`src/rtl/npf_pkg.sv`:
```
package npf_pkg;

   typedef enum logic [1:0] {
      S_IDLE = 2'd0,
      S_LOAD = 2'd1,
      S_EMIT = 2'd2
   } npf_state_t;

   localparam logic [7:0] PC_FORCE  = "D";
   localparam logic [7:0] PC_SUPP   = "Z";
   localparam logic [7:0] PC_STAR   = "*";
   localparam logic [7:0] PC_SEP    = "C";
   localparam logic [7:0] PC_POINT  = ".";
   localparam logic [7:0] PC_BLANK  = "B";
   localparam logic [7:0] PC_CURR   = "$";
   localparam logic [7:0] PC_QUOTE  = 8'h27;
   localparam logic [7:0] AS_SPACE  = 8'h20;
   localparam logic [7:0] AS_ZERO   = "0";
   localparam logic [7:0] AS_NINE   = "9";

   function automatic logic is_digit_slot(input logic [7:0] c);
      return (c == PC_FORCE) || (c == PC_SUPP) || (c == PC_STAR);
   endfunction

   function automatic logic is_numeral(input logic [7:0] c);
      return (c >= AS_ZERO) && (c <= AS_NINE);
   endfunction

endpackage

```
`src/rtl/npf_pic_loader.sv`:
```
module npf_pic_loader
   import npf_pkg::*;
#(
   parameter int DEPTH = 16,
   parameter int REP_W = 4,
   parameter int CNT_W = 8,
   parameter int IDX_W = 5
) (
   input  logic             clk,
   input  logic             rst_n,
   input  logic             clear,
   input  logic             take,
   input  logic [7:0]       ch,
   output logic [7:0]       ent_ch  [DEPTH],
   output logic [REP_W-1:0] ent_rep [DEPTH],
   output logic             ent_lit [DEPTH],
   output logic [IDX_W-1:0] n_ent,
   output logic [CNT_W-1:0] int_cnt
);

   logic             in_quote;
   logic             seen_pt;
   logic [REP_W-1:0] rep_acc;
   logic [REP_W+3:0] rep_next;
   logic [REP_W-1:0] rep_use;
   logic             room;
   logic             wr;
   logic             wr_lit;
   logic [REP_W-1:0] wr_rep;

   always_comb begin
      rep_next = ({4'b0000, rep_acc} * (REP_W+4)'(10)) + (REP_W+4)'(ch[3:0]);
      rep_use  = (rep_acc == '0) ? REP_W'(1) : rep_acc;
      room     = (n_ent < IDX_W'(DEPTH));
      if (in_quote) begin
         wr     = take && room && (ch != PC_QUOTE);
         wr_lit = 1'b1;
         wr_rep = REP_W'(1);
      end else begin
         wr     = take && room && (ch != PC_QUOTE) && !is_numeral(ch);
         wr_lit = 1'b0;
         wr_rep = rep_use;
      end
   end

   always_ff @(posedge clk) begin
      if (!rst_n) begin
         n_ent    <= '0;
         int_cnt  <= '0;
         in_quote <= 1'b0;
         seen_pt  <= 1'b0;
         rep_acc  <= '0;
         for (int k = 0; k < DEPTH; k++) begin
            ent_ch[k]  <= '0;
            ent_rep[k] <= '0;
            ent_lit[k] <= 1'b0;
         end
      end else if (clear) begin
         n_ent    <= '0;
         int_cnt  <= '0;
         in_quote <= 1'b0;
         seen_pt  <= 1'b0;
         rep_acc  <= '0;
      end else if (take) begin
         if (in_quote) begin
            if (ch == PC_QUOTE) in_quote <= 1'b0;
         end else if (ch == PC_QUOTE) begin
            in_quote <= 1'b1;
            rep_acc  <= '0;
         end else if (is_numeral(ch)) begin
            rep_acc <= rep_next[REP_W-1:0];
         end else begin
            rep_acc <= '0;
            if (ch == PC_POINT) seen_pt <= 1'b1;
            if (room && !seen_pt && is_digit_slot(ch))
               int_cnt <= int_cnt + CNT_W'(rep_use);
         end
         if (wr) begin
            n_ent <= n_ent + IDX_W'(1);
            for (int k = 0; k < DEPTH; k++) begin
               if (n_ent == IDX_W'(k)) begin
                  ent_ch[k]  <= ch;
                  ent_rep[k] <= wr_rep;
                  ent_lit[k] <= wr_lit;
               end
            end
         end
      end
   end

endmodule

```
`src/rtl/npf_digit_select.sv`:
```
module npf_digit_select #(
   parameter int NDIG   = 12,
   parameter int FRAC_W = 4,
   parameter int CNT_W  = 8
) (
   input  logic [NDIG*4-1:0] digits,
   input  logic [FRAC_W-1:0] frac,
   input  logic [CNT_W-1:0]  int_idx,
   input  logic [CNT_W-1:0]  fpos,
   input  logic              in_frac,
   input  logic [CNT_W-1:0]  int_cnt,
   output logic [3:0]        digit,
   output logic              ovf
);

   localparam int SUM_W = ((FRAC_W > CNT_W) ? FRAC_W : CNT_W) + 1;

   logic [SUM_W-1:0] sel_idx;
   logic             sel_ok;
   logic [SUM_W-1:0] top_int;
   logic [NDIG-1:0]  hi_nz;

   always_comb begin
      if (in_frac) begin
         sel_ok  = (fpos != '0) && (SUM_W'(fpos) <= SUM_W'(frac));
         sel_idx = SUM_W'(frac) - SUM_W'(fpos);
      end else begin
         sel_ok  = 1'b1;
         sel_idx = SUM_W'(frac) + SUM_W'(int_idx);
      end
      digit = 4'd0;
      for (int k = 0; k < NDIG; k++) begin
         if (sel_ok && (sel_idx == SUM_W'(k))) digit = digits[k*4 +: 4];
      end
   end

   assign top_int = SUM_W'(frac) + SUM_W'(int_cnt);

   for (genvar k = 0; k < NDIG; k++) begin : g_hi
      assign hi_nz[k] = (digits[k*4 +: 4] != 4'd0) && (SUM_W'(k) >= top_int);
   end

   assign ovf = |hi_nz;

endmodule

```
`src/rtl/npf_edit_engine.sv`:
```
module npf_edit_engine
   import npf_pkg::*;
#(
   parameter int         DEPTH  = 16,
   parameter int         REP_W  = 4,
   parameter int         CNT_W  = 8,
   parameter int         IDX_W  = 5,
   parameter logic [7:0] SEP_CH = ",",
   parameter logic [7:0] PNT_CH = ".",
   parameter logic [7:0] CUR_CH = "$",
   parameter logic [7:0] PROT_CH = "*"
) (
   input  logic             clk,
   input  logic             rst_n,
   input  logic             go,
   input  logic [7:0]       ent_ch  [DEPTH],
   input  logic [REP_W-1:0] ent_rep [DEPTH],
   input  logic             ent_lit [DEPTH],
   input  logic [IDX_W-1:0] n_ent,
   input  logic [CNT_W-1:0] int_cnt,
   input  logic [3:0]       digit,
   output logic [CNT_W-1:0] int_idx,
   output logic [CNT_W-1:0] fpos,
   output logic             in_frac,
   output logic             out_valid,
   output logic [7:0]       out_char,
   output logic             fin,
   output logic             ending
);

   logic             active;
   logic [IDX_W-1:0] e;
   logic [REP_W-1:0] cnt;
   logic [CNT_W-1:0] ipos;
   logic             sig;
   logic             flt;
   logic             dol;
   logic [7:0]       fill;

   logic [7:0]       cur_ch;
   logic [REP_W-1:0] cur_rep;
   logic             cur_lit;
   logic             have;
   logic             is_pos;
   logic             prints;
   logic             need_dollar;
   logic             last_rep;
   logic             nx_valid;
   logic [7:0]       nx_char;

   always_comb begin
      cur_ch  = '0;
      cur_rep = REP_W'(1);
      cur_lit = 1'b0;
      for (int k = 0; k < DEPTH; k++) begin
         if (e == IDX_W'(k)) begin
            cur_ch  = ent_ch[k];
            cur_rep = ent_rep[k];
            cur_lit = ent_lit[k];
         end
      end
   end

   assign int_idx     = ipos - CNT_W'(1);
   assign have        = active && (e < n_ent);
   assign ending      = active && !(e < n_ent);
   assign is_pos      = !cur_lit && is_digit_slot(cur_ch);
   assign prints      = (cur_ch == PC_FORCE) || sig || (digit != 4'd0);
   assign need_dollar = have && is_pos && prints && flt && !dol;
   assign last_rep    = (REP_W'(cnt + REP_W'(1)) == cur_rep) || (cur_rep == '0);

   always_comb begin
      nx_valid = have;
      nx_char  = cur_ch;
      if (have && !cur_lit) begin
         if (is_pos) begin
            if (need_dollar)               nx_char = CUR_CH;
            else if (prints)               nx_char = AS_ZERO + {4'b0000, digit};
            else if (cur_ch == PC_STAR)    nx_char = PROT_CH;
            else                           nx_char = AS_SPACE;
         end else begin
            case (cur_ch)
               PC_SEP:   nx_char = sig ? SEP_CH : fill;
               PC_POINT: nx_char = PNT_CH;
               PC_BLANK: nx_char = AS_SPACE;
               PC_CURR:  nx_valid = 1'b0;
               default:  nx_char = cur_ch;
            endcase
         end
      end
   end

   always_ff @(posedge clk) begin
      if (!rst_n) begin
         active    <= 1'b0;
         e         <= '0;
         cnt       <= '0;
         ipos      <= '0;
         fpos      <= '0;
         in_frac   <= 1'b0;
         sig       <= 1'b0;
         flt       <= 1'b0;
         dol       <= 1'b0;
         fill      <= AS_SPACE;
         out_valid <= 1'b0;
         out_char  <= '0;
         fin       <= 1'b0;
      end else begin
         fin       <= 1'b0;
         out_valid <= nx_valid;
         out_char  <= nx_char;
         if (go) begin
            active  <= 1'b1;
            e       <= '0;
            cnt     <= '0;
            ipos    <= int_cnt;
            fpos    <= CNT_W'(1);
            in_frac <= 1'b0;
            sig     <= 1'b0;
            flt     <= 1'b0;
            dol     <= 1'b0;
            fill    <= AS_SPACE;
         end else if (active) begin
            if (ending) begin
               active <= 1'b0;
               fin    <= 1'b1;
            end else if (need_dollar) begin
               dol <= 1'b1;
            end else begin
               if (last_rep) begin
                  e   <= e + IDX_W'(1);
                  cnt <= '0;
               end else begin
                  cnt <= cnt + REP_W'(1);
               end
               if (!cur_lit) begin
                  if (is_pos) begin
                     if (prints) sig <= 1'b1;
                     if (cur_ch == PC_STAR) fill <= PROT_CH;
                     if (in_frac) fpos <= fpos + CNT_W'(1);
                     else         ipos <= ipos - CNT_W'(1);
                  end
                  if (cur_ch == PC_POINT) in_frac <= 1'b1;
                  if (cur_ch == PC_CURR)  flt     <= 1'b1;
               end
            end
         end
      end
   end

endmodule

```
`src/rtl/numeric_picture_fmt.sv`:
```
module numeric_picture_fmt
   import npf_pkg::*;
#(
   parameter int         NDIG      = 12,
   parameter int         PIC_DEPTH = 16,
   parameter int         REP_W     = 4,
   parameter logic [7:0] SEP_CH    = ",",
   parameter logic [7:0] PNT_CH    = ".",
   parameter logic [7:0] CUR_CH    = "$",
   parameter logic [7:0] PROT_CH   = "*",
   localparam int        FRAC_W    = $clog2(NDIG + 1)
) (
   input  logic              clk,
   input  logic              rst_n,
   input  logic              start,
   input  logic [NDIG*4-1:0] op_digits,
   input  logic [FRAC_W-1:0] op_frac,
   input  logic              pic_valid,
   input  logic [7:0]        pic_char,
   input  logic              pic_last,
   output logic              pic_ready,
   output logic              out_valid,
   output logic [7:0]        out_char,
   output logic              done,
   output logic              overflow
);

   localparam int REP_MAX = (1 << REP_W) - 1;
   localparam int CNT_W   = $clog2(PIC_DEPTH * REP_MAX + 1);
   localparam int IDX_W   = $clog2(PIC_DEPTH + 1);

   if (NDIG < 1 || PIC_DEPTH < 1 || REP_W < 1 || REP_W > 8) begin : g_bad_param
      $error("numeric_picture_fmt: parameter out of range");
   end

   npf_state_t        state;
   logic [NDIG*4-1:0] op_q;
   logic [FRAC_W-1:0] frac_q;
   logic              go;
   logic              take;
   logic              accept;

   logic [7:0]        ent_ch  [PIC_DEPTH];
   logic [REP_W-1:0]  ent_rep [PIC_DEPTH];
   logic              ent_lit [PIC_DEPTH];
   logic [IDX_W-1:0]  n_ent;
   logic [CNT_W-1:0]  int_cnt;
   logic [CNT_W-1:0]  int_idx;
   logic [CNT_W-1:0]  fpos;
   logic              in_frac;
   logic [3:0]        digit;
   logic              ovf;
   logic              fin;
   logic              ending;

   assign pic_ready = (state == S_LOAD);
   assign take      = pic_valid && pic_ready;
   assign accept    = start && (state == S_IDLE);
   assign done      = fin;

   always_ff @(posedge clk) begin
      if (!rst_n) begin
         state    <= S_IDLE;
         op_q     <= '0;
         frac_q   <= '0;
         go       <= 1'b0;
         overflow <= 1'b0;
      end else begin
         go <= take && pic_last;
         if (ending) overflow <= ovf;
         case (state)
            S_IDLE: if (accept) begin
               op_q   <= op_digits;
               frac_q <= op_frac;
               state  <= S_LOAD;
            end
            S_LOAD: if (take && pic_last) state <= S_EMIT;
            S_EMIT: if (fin) state <= S_IDLE;
            default: state <= S_IDLE;
         endcase
      end
   end

   npf_pic_loader #(
      .DEPTH (PIC_DEPTH),
      .REP_W (REP_W),
      .CNT_W (CNT_W),
      .IDX_W (IDX_W)
   ) u_loader (
      .clk     (clk),
      .rst_n   (rst_n),
      .clear   (accept),
      .take    (take),
      .ch      (pic_char),
      .ent_ch  (ent_ch),
      .ent_rep (ent_rep),
      .ent_lit (ent_lit),
      .n_ent   (n_ent),
      .int_cnt (int_cnt)
   );

   npf_digit_select #(
      .NDIG   (NDIG),
      .FRAC_W (FRAC_W),
      .CNT_W  (CNT_W)
   ) u_select (
      .digits  (op_q),
      .frac    (frac_q),
      .int_idx (int_idx),
      .fpos    (fpos),
      .in_frac (in_frac),
      .int_cnt (int_cnt),
      .digit   (digit),
      .ovf     (ovf)
   );

   npf_edit_engine #(
      .DEPTH   (PIC_DEPTH),
      .REP_W   (REP_W),
      .CNT_W   (CNT_W),
      .IDX_W   (IDX_W),
      .SEP_CH  (SEP_CH),
      .PNT_CH  (PNT_CH),
      .CUR_CH  (CUR_CH),
      .PROT_CH (PROT_CH)
   ) u_engine (
      .clk       (clk),
      .rst_n     (rst_n),
      .go        (go),
      .ent_ch    (ent_ch),
      .ent_rep   (ent_rep),
      .ent_lit   (ent_lit),
      .n_ent     (n_ent),
      .int_cnt   (int_cnt),
      .digit     (digit),
      .int_idx   (int_idx),
      .fpos      (fpos),
      .in_frac   (in_frac),
      .out_valid (out_valid),
      .out_char  (out_char),
      .fin       (fin),
      .ending    (ending)
   );

endmodule

```
`config.mk`:
```
export PLATFORM = sky130hd
export DESIGN_NAME = numeric_picture_fmt
export DESIGN_NICKNAME = d
export VERILOG_FILES = /design/src/rtl/npf_pkg.sv /design/src/rtl/npf_pic_loader.sv /design/src/rtl/npf_digit_select.sv /design/src/rtl/npf_edit_engine.sv /design/src/rtl/numeric_picture_fmt.sv
export SDC_FILE = /design/constraint.sdc
export NUM_CORES = 1
export LEC_CHECK = 0
export ABC_AREA = 1
export CAP_MARGIN = 10
export CORE_MARGIN = 4
export CORE_UTILIZATION = 50
export DETAILED_ROUTE_END_ITERATION = 10
export HOLD_SLACK_MARGIN = 0.05
export PLACE_DENSITY_LB_ADDON = 0.1
export SLEW_MARGIN = 10
export SYNTH_ARGS = -nofsm -noshare
export SYNTH_HDL_FRONTEND = slang
export SYNTH_HIERARCHICAL = 1
export SYNTH_SLANG_ARGS = --single-unit
```
`constraint.sdc`:
```
create_clock -name clk -period 4.3 [get_ports clk]
set_clock_uncertainty 0.1 [all_clocks]
set_input_delay 1.075 -clock clk [delete_from_list [all_inputs] [get_ports clk]]
set_output_delay 1.075 -clock clk [all_outputs]
set_load 0.1 [all_outputs]
```
==> implementation parameters <==
Parameter                              Value

Setup path
  Launch point of the worst reg-to-reg path ... u_engine/ipos[2]
  Cell type of the slowest stage on the worst timing path ... dfxtp_2
  Critical path data arrival time ... 4.70 ns
  Largest fanout on the critical path ... 8
  Startpoint of the most critical setup path ... u_engine/ipos[2]
  Type of the worst setup path ... reg2reg
  Longest individual stage delay on the worst path ... approximately 0.33 ns
  Kind of launch point of the worst setup path ... register
  Data required time of the worst path ... 4.66 ns
  Cell with the most instances on the worst path ... nor2_1
  Minimum setup slack among reg-to-reg paths ... -0.04 ns
  Kind of capture point of the worst setup path ... register

STA
  Final worst-path cycle share ... 101%
  Max Fclk ... 230 MHz
  Final hold violation count ... 0
  Worst hold slack ... 0.353 ns
  Final critical path time including I/O delays and setup ... 4.34 ns
  Post-layout worst setup margin ... -0.0432 ns
  Unrepaired setup endpoints after global routing ... yes
  Slew @ Worst Pin ... 1.07 ns
  Final Max Slew Viols ... 0
  Final-report setup violation count ... 8
  Worst-case headroom to the max-slew limit ... around 29%

Power and ir drop
  Cell-internal power ... 5.22 mW
  Relative contribution of combinational cells to total power ... between 10% and 20%
  Power share of the clock group ... 43.6%
  Leakage power ... 9.05 nW
  Flop pwr share ... roughly 44%
  Sw frac ... between 20% and 30%
  Maximum ir drop on the vdd rail ... about 0.30 mV
  Net switching component of the power ... approximately 1.9 mW
  Power density over cell area ... 328 nW/um^2
  Overall power of the completed layout ... approximately 7 mW

Detailed routing
  Number of design rule violations left after detail routing ... 0
  Met3 wirelength from detailed routing ... 4.20 mm
  Routed via count divided by cell count ... 5.50
  Remaining number of nets flagged by the antenna check after routing ... 0
  DR WL met2 ... 25.6 mm
  Number of detailed-route iterations in the first pass ... 6
  Top routing layer used ... met4
  Routed length per placed instance ... 16.7 um
  Count of routing violations after the opening detailed-route iteration ... ~1700
  Wire length the detailed router placed on met1 ... ~26 mm
  Via count ... 18800
  Final wirelength ... 57.3 mm

CTS
  Clock Sinks ... about 320
  CTS H-Tree Depth ... 2
  Root cell of the clock tree ... clkbuf_16
  CTS Buffer Depth ... 3
  Clock-pin transition on the worst setup and hold timing paths ... ~0.060 ns
  Total clock buffers created by CTS ... 37
  Latest clock arrival within the worst-skew pair ... 0.55 ns
  CTS tree ... built

GRT
  Maximum number of pins on one net before global-route repair ... roughly 130
  Via count of the first global-routing pass ... 17100
  First-pass GRT wire length ... 91.1 mm
  Total grt overflow ... 0
  Overall global routing resource usage ... 27.1%
  Number of antenna violations at the first check in global routing ... 0

Worst hold path
  Worst hold path startpoint ... u_engine/flt
  Worst hold path class ... reg2reg

Yosys
  Synthesized area per cell ... ~6.6 sq um
  Syn Nets ... 2939
  Synth Cell Area ... 18600 sq um
  Top FF cell, synth ... dfxtp_1
  Number of instances in the synthesized netlist ... 2835
  Share of async-settable or async-resettable flops after synthesis ... 0%
  Register area share after synthesis ... 34.8%
  Number of enable flip-flop cells after synthesis ... 0
  #FFs+latches synth ... 324
  Netlist cell types ... between 60 and 70
  Yosys Warn Count ... 6

Floorplan
  Cell row count ... 70
  Starting density of the core ... 50.8%
  Die width ... 201 um
  Area enclosed by the die boundary ... 40400 sq um
  Die span in y ... 201 um
  I/O Pins ... slightly below 80
  Area of the core region ... 36700 sq um

Final layout
  Leading cell types in the layout, fill and taps excluded ... nand2_1, dfxtp_1, a21oi_1, nor2_1, inv_1
  Diode count ... 0
  Fraction of final layout cells with drive strength greater than 1 ... 13.2%
  Area growth from synthesis to final layout ... 16.1%
  Most common cell after layout, fill and taps aside ... nand2_1
  Layout net count ... 3032

Placed design
  Final estimated routing congestion in global placement ... between 0.8 and 0.9
  DP HPWL ... 39.6 mm
  Buffers on Ports ... 76

Status
  Status ... finished, violations left
  Failing checks ... setup timing

Run
  Max_cap viols ... 0
==> worst max-delay path: cells and delay by family, from the launching register on <==
family,cells,cell delay (ns)
flip-flops,1,0.33
XOR/XNOR,1,0.15
buffers and inverters,6,0.77
AO/OA/AOI/OAI,1,0.13
AND/OR/NAND/NOR,27,2.76
==> power by group through the flow <==
| stage | combinational (mW) | clock (mW) | sequential (mW) |
|---|---|---|---|
| floorplan | 0.545 | 0 | 3.15 |
| global placement | 0.812 | 0 | 3.17 |
| detailed placement | 0.813 | 0 | 3.17 |
| CTS | 0.842 | 3.17 | 3.10 |
| global route | 0.983 | 3.28 | 3.11 |
| finish | 0.899 | 3.09 | 3.11 |
==> worst paths after layout <==
| path | end | cells past startpoint |
|---|---|---|
| worst max-delay path | u_engine/ipos[2] | 35 |
| worst min-delay path | u_engine/flt | 2 |
| worst max register to register | u_engine/ipos[2] | 35 |
| worst min register to register | u_engine/flt | 2 |
==> state kept, by name, summed over array words and instances, names as in the netlist, 2 cells and up <==
signal / cells
u_loader/n_ent: 5
u_engine/e: 5
u_loader/int_cnt: 8
frac_q: 4
u_loader/rep_acc: 4
u_engine/ipos: 8
u_loader/ent_rep: 64
state: 2
op_q: 48
u_engine/cnt: 4
u_engine/out_char: 8
u_engine/fpos: 8
u_loader/ent_lit: 16
u_loader/ent_ch: 128
==> timing repair <==
action / CTS / global route
pin swaps: 14 / 32
setup buffers: 13 / 12
resized for setup: 16 / 68
hold endpoints to repair: 0 / 0
setup endpoints to repair: 25 / 35
hold buffers: 0 / 0
gates cloned: 1 / 0
==> cell type report <==
cell class / count / area, sq um
repair buffers: 213 / 1830
flip-flops and latches: 324 / 6490
inverters: 277 / 1060
multi-input cells: 2075 / 10500
fillers: 3543 / 15000
well taps: 468 / 586
clock buffers: 53 / 1090
clock inverters: 11 / 86.3
==> kinds of logic after synthesis <==
group	count (synthesis)	share of synthesized area, %
and+or+nand+nor	1657	40.8
buffers and inverters	437	10.5
AOI/OAI and AO/OA	359	10.3
DFF	324	34.8
adders and majority gates	39	2.82
xor gates and xnor gates	19	0.892
==> synthesized netlist by cell type (10+ instances only) <==
cell | count | area [sq um]
nand4_1 | 148 | 926
clkbuf_1 | 57 | 214
nor2_1 | 255 | 957
dfxtp_1 | 324 | 6490
nor2_2 | 10 | 62.6
ha_1 | 34 | 425
nand3b_1 | 58 | 435
a21oi_1 | 260 | 1300
nand2_1 | 893 | 3350
nor4_1 | 11 | 68.8
xor2_1 | 13 | 114
inv_1 | 236 | 886
nand3_1 | 161 | 806
or2_2 | 17 | 106
nor2_4 | 13 | 146
nor3_1 | 20 | 100
nand2_2 | 20 | 125
buf_4 | 30 | 225
o21ai_0 | 58 | 290
nand3_2 | 10 | 100
buf_2 | 56 | 280
inv_2 | 36 | 135
or2_1 | 12 | 75.1
==> per-stage QoR <==
step	cells	TNS [ns]	instance area, sq um	util [%]	setup WS (ns)
4_1_cts	3411	0	21300	58.1	0.00216
3_5_place_dp	3333	-0.836	20000	54.4	-0.0745
6_report	3421	-0.249	21700	59.0	-0.0432
2_1_floorplan	2835	0	18600	-	0.555
5_1_grt	3421	-8.44	21700	59.0	-0.349
3_3_place_gp	3333	-0.374	20000	54.4	-0.0690
==> routing by layer <==
metal	up-vias	GRT usage (%)
li1	9355	-
met1	8733	39.6
met2	639	42.0
met3	80	4.29
met4	0	6.56
met5	-	0
(Power assumes the default switching activity.)
